**config.mk**
```make
export PLATFORM = sky130hd
export DESIGN_NAME = alsu_unit
export DESIGN_NICKNAME = d
export VERILOG_FILES = /design/src/rtl/alsu_pkg.sv /design/src/rtl/alsu_arith.sv /design/src/rtl/alsu_logic.sv /design/src/rtl/alsu_shift.sv /design/src/rtl/alsu_unit.sv
export SDC_FILE = /design/constraint.sdc
export NUM_CORES = 1
export LEC_CHECK = 0
export BUFFER_PORTS_ARGS = -buffer_cell sky130_fd_sc_hd__buf_4
export CORE_ASPECT_RATIO = 0.75
export CORE_MARGIN = 2
export CORE_UTILIZATION = 55
export DETAILED_ROUTE_END_ITERATION = 16
export GPL_ROUTABILITY_DRIVEN = 0
export PLACE_DENSITY_LB_ADDON = 0.08
export SKIP_LAST_GASP = 1
export SLEW_MARGIN = 0
export SYNTH_ARGS = -nofsm -noshare
export SYNTH_HDL_FRONTEND = slang
export SYNTH_SLANG_ARGS = --single-unit
```
**constraint.sdc**
```tcl
create_clock -name vclk -period 6.5
set_clock_uncertainty 0.1 [all_clocks]
set_input_delay 1.95 -clock vclk [all_inputs]
set_output_delay 1.95 -clock vclk [all_outputs]
set_load 0.03 [all_outputs]
```
**src/rtl/alsu_pkg.sv**
```systemverilog
package alsu_pkg;
  typedef enum logic [1:0] {
    SEC_ARITH = 2'b00,
    SEC_LOGIC = 2'b01,
    SEC_SHR   = 2'b10,
    SEC_SHL   = 2'b11
  } sec_e;

  typedef enum logic [1:0] {
    LOP_AND = 2'b00,
    LOP_OR  = 2'b01,
    LOP_XOR = 2'b10,
    LOP_NOT = 2'b11
  } lop_e;

  typedef enum logic [1:0] {
    YSEL_B    = 2'b00,
    YSEL_NB   = 2'b01,
    YSEL_ZERO = 2'b10,
    YSEL_ONES = 2'b11
  } ysel_e;
endpackage

```
**src/rtl/alsu_arith.sv**
```systemverilog
module alsu_arith #(
  parameter int unsigned W = 8
) (
  input  logic [W-1:0] a_i,
  input  logic [W-1:0] b_i,
  input  logic [1:0]   op_i,
  input  logic         cin_i,
  output logic [W-1:0] d_o,
  output logic         cout_o
);
  import alsu_pkg::*;

  logic [W-1:0] y;
  logic [W:0]   sum;

  always_comb begin
    unique case (ysel_e'(op_i))
      YSEL_B:    y = b_i;
      YSEL_NB:   y = ~b_i;
      YSEL_ZERO: y = '0;
      default:   y = '1;
    endcase
  end

  // single adder serves every arithmetic operation
  assign sum    = {1'b0, a_i} + {1'b0, y} + {{W{1'b0}}, cin_i};
  assign d_o    = sum[W-1:0];
  assign cout_o = sum[W];
endmodule

```
**src/rtl/alsu_logic.sv**
```systemverilog
module alsu_logic #(
  parameter int unsigned W = 8
) (
  input  logic [W-1:0] a_i,
  input  logic [W-1:0] b_i,
  input  logic [1:0]   op_i,
  output logic [W-1:0] e_o
);
  import alsu_pkg::*;

  for (genvar i = 0; i < W; i++) begin : g_bit
    always_comb begin
      unique case (lop_e'(op_i))
        LOP_AND: e_o[i] = a_i[i] & b_i[i];
        LOP_OR:  e_o[i] = a_i[i] | b_i[i];
        LOP_XOR: e_o[i] = a_i[i] ^ b_i[i];
        default: e_o[i] = ~a_i[i];
      endcase
    end
  end
endmodule

```
**src/rtl/alsu_shift.sv**
```systemverilog
module alsu_shift #(
  parameter int unsigned W = 8
) (
  input  logic [W-1:0] a_i,
  input  logic         shr_fill_i,
  input  logic         shl_fill_i,
  output logic [W-1:0] shr_o,
  output logic [W-1:0] shl_o
);
  for (genvar i = 0; i < W; i++) begin : g_bit
    if (i == W - 1) begin : g_top
      assign shr_o[i] = shr_fill_i;
    end else begin : g_mid_r
      assign shr_o[i] = a_i[i+1];
    end
    if (i == 0) begin : g_bot
      assign shl_o[i] = shl_fill_i;
    end else begin : g_mid_l
      assign shl_o[i] = a_i[i-1];
    end
  end
endmodule

```
**src/rtl/alsu_unit.sv**
```systemverilog
module alsu_unit #(
  parameter int unsigned W = 8
) (
  input  logic [W-1:0] a_i,
  input  logic [W-1:0] b_i,
  input  logic         cin_i,
  input  logic [3:0]   sel_i,
  input  logic         shr_fill_i,
  input  logic         shl_fill_i,
  output logic [W-1:0] f_o,
  output logic         cout_o
);
  import alsu_pkg::*;

  logic [W-1:0] arith_d;
  logic         arith_c;
  logic [W-1:0] logic_e;
  logic [W-1:0] shr_v;
  logic [W-1:0] shl_v;
  sec_e         sec;

  assign sec = sec_e'(sel_i[3:2]);

  alsu_arith #(.W(W)) u_arith (
    .a_i   (a_i),
    .b_i   (b_i),
    .op_i  (sel_i[1:0]),
    .cin_i (cin_i),
    .d_o   (arith_d),
    .cout_o(arith_c)
  );

  alsu_logic #(.W(W)) u_logic (
    .a_i (a_i),
    .b_i (b_i),
    .op_i(sel_i[1:0]),
    .e_o (logic_e)
  );

  alsu_shift #(.W(W)) u_shift (
    .a_i       (a_i),
    .shr_fill_i(shr_fill_i),
    .shl_fill_i(shl_fill_i),
    .shr_o     (shr_v),
    .shl_o     (shl_v)
  );

  // per-bit 4:1 section select
  for (genvar i = 0; i < W; i++) begin : g_fmux
    always_comb begin
      unique case (sec)
        SEC_ARITH: f_o[i] = arith_d[i];
        SEC_LOGIC: f_o[i] = logic_e[i];
        SEC_SHR:   f_o[i] = shr_v[i];
        default:   f_o[i] = shl_v[i];
      endcase
    end
  end

  assign cout_o = (sec == SEC_ARITH) && arith_c;

  // checks against independent formulations of the result
  logic [W-1:0] diff_ref;
  logic [W-1:0] dec_ref;
  always_comb begin
    diff_ref = a_i - b_i;
    dec_ref  = a_i - {{(W-1){1'b0}}, 1'b1};
    if (sel_i == 4'b0001 && cin_i) begin
      a_r2_sub_exact: assert (f_o == diff_ref && cout_o == (a_i >= b_i))
        else $error("a_r2_sub_exact");
    end
    if (sel_i == 4'b0011 && !cin_i) begin
      a_r4_decrement: assert (f_o == dec_ref && cout_o == (a_i != '0))
        else $error("a_r4_decrement");
    end
    if (sel_i == 4'b0110) begin
      a_r5_xor_undo: assert ((f_o ^ b_i) == a_i && !cout_o)
        else $error("a_r5_xor_undo");
    end
    if (sel_i[3:2] == 2'b10) begin
      a_r6_shr_chain: assert (f_o[W-2:0] == a_i[W-1:1] && !cout_o)
        else $error("a_r6_shr_chain");
    end
    if (sel_i[3:2] == 2'b11) begin
      a_r7_shl_chain: assert (f_o[W-1:1] == a_i[W-2:0] && !cout_o)
        else $error("a_r7_shl_chain");
    end
  end
endmodule

```
==> impl_metrics.yaml <==
outcome:
  status: "finished, final reports clean"
synth:
  synth.distinct_cells: 27
  yosysSeqAreaShare_pct: 0
  syn_nets: 178
  syn_area_mm2: 0.00119
  syn-instance-count: 130
  syn_area_per_cell_um2: 9.19
  yosysWarnings: 0
floorplan:
  dieArea_mm2: 0.00257
  coreArea_mm2: 0.00203
  die_w_um: 57.8
  dieHeight_um: 44.4
  ios: 32
  row_count: 14
  initial_utilization_pct: 58.8
routing:
  wl_um: 2680
  drt_iter0_drc: 42
  final_antenna_net_count: 0
  routedWlPerCell_um: 14.7
  vias: 1010
  via_per_inst: 5.55
  drc: 0
  drtPass1Iterations: 4
cells_and_area:
  drive_above_1_share_pct: 31.6
  final_nets: 208
  fillers: 174
  ff_latch_area_um2: 0
  area_growth_pct: 21.4
  nFlopsAndLatches: 0
  multi_input_area_mm2: 0.00106
  clock_buffers: 0
  antennaDiodeCount: 0
sta:
  fin_hold_ws_ps: 4230
  grt_setup_unrepaired: "no"
  slew_headroom_pct: 78.1
  max_freq_ghz: 0.158
  fin_crit_ps: 6340
  setup_viol: 0
  tightestPinTransition_ps: 325
  slew_violations: 0
  post-route-period-util_pct: 97.5
  tns_ps: 0
  final_hold_viol_count: 0
critical_path:
  crit_family: "adder cells"
  path_class: "in -> out"
  critPathMaxStageDelay_ps: 460
  startpoint_type: "input port"
  crit_required_ps: 4450
  cp_cell_sequence: "buf_4 > inv_1 > nor2_1 > xnor2_1 > fa_1 > fa_1 > nor2b_1 > o21a_1 > nor2_1 > xnor2_1 > mux4_2 > buf_4"
  worstSetupEndpointType: "output port"
  crit_slowest_cell: "mux4_2"
  path_max_fanout: 2
  crit_arrival_ps: 4290
  worst-path-buf-inv: 3
clock_tree:
  postCtsSetupBuffers: 0
  cts_resized: 0
  ctsHoldBuffers: 0
global_routing:
  grt_pass1_vias: 1066
  grt_max_degree: 15
  antenna_found_initial: 0
  track_usage_pct: 24.1
  grt_pass1_wl_um: 4840
  gr-total-overflow: 0
pwr:
  p_leak_nw: 0.728
  powerDensity_mw_per_mm2: 102
  peakVddDrop_uv: 74.5
job:
  drv_cap: 0
min_path:
  hp-class: "in -> out"
placed_design:
  port_buffers: 32
  hpwl_um: 2310
## stage by stage
stage	area (um^2)	total power, mW	cells	utilization [%]	worst slack [ps]
CTS	1450	0.148	182	71.4	177
floorplan	1200	0.104	130	-	93.5
global placement	1450	0.142	182	71.4	235
detailed placement	1450	0.148	182	71.4	178
finish	1450	0.149	182	71.4	160
global route	1450	0.164	182	71.4	15.3
## cells in the final DEF (no fill, tap or decap)
| master | n |
|---|---|
| mux4_2 | 11 |
| o21ai_0 | 4 |
| a211oi_1 | 1 |
| or2_2 | 1 |
| ha_1 | 23 |
| o21a_1 | 3 |
| a221oi_1 | 1 |
| nand2_1 | 3 |
| a21boi_1 | 1 |
| nand2b_1 | 7 |
| buf_4 | 34 |
| nand3_1 | 2 |
| nor3_1 | 1 |
| xnor2_1 | 10 |
| inv_1 | 28 |
| o41ai_2 | 1 |
| o31a_1 | 1 |
| a21oi_1 | 3 |
| o2111ai_1 | 1 |
| a21boi_2 | 1 |
| mux2i_1 | 2 |
| mux4_1 | 4 |
| fa_1 | 2 |
| mux2_2 | 2 |
| nor2b_1 | 2 |
| nor2_1 | 9 |
## kinds of logic (layout without fill, tap and decap cells)
logic type / after synthesis / in the layout / share of synthesized area [%]
adder cells (fa/ha/maj): 25 / 25 / 27.4
multiplexers: 19 / 19 / 33.1
AND/OR/NAND/NOR: 25 / 25 / 10.3
AO/OA/AOI/OAI: 17 / 17 / 10.3
buffers and inverters: 34 / 62 / 11.6
XOR/XNOR: 10 / 10 / 7.33
## power by group
group	switching, mW	internal [mW]	leakage, nW
registers	0	0	0
logic	0.0753	0.0733	0.728
clock network	0	0	0
total	0.0753	0.0733	0.728
## cells in the mapped netlist (all sizes together) (3+ instances only)
library cell,instances,area [um^2]
nand2b,7,43.8
a21oi,3,15.0
mux4,15,353
buf,4,26.3
o21ai,4,20.0
inv,28,105
xnor2,10,87.6
ha,23,288
nor2,9,33.8
o21a,3,22.5
nand2,3,11.3
## final cells by class
type	count	share of cell area (%)
tap	24	2.07
timing repair buffer	34	17.6
multi-input combinational	96	73.1
inverter	28	7.25
## layer usage
metal  GRT usage (%)  share of wire [%]  vias to the layer above
met5               0                  0                        -
met4            2.33               0.86                        0
met3           0.877                2.9                        4
met2            41.1                 47                       21
met1            35.6                 49                      476
li1                -                  -                      509
## worst paths after layout
path / startpoint / endpoint / cells past startpoint
worst max-delay path: b_i[0] / f_o[4] / 12
worst min-delay path: sel_i[3] / f_o[7] / 3
No activity file was read; power rests on OpenSTA's default activity.
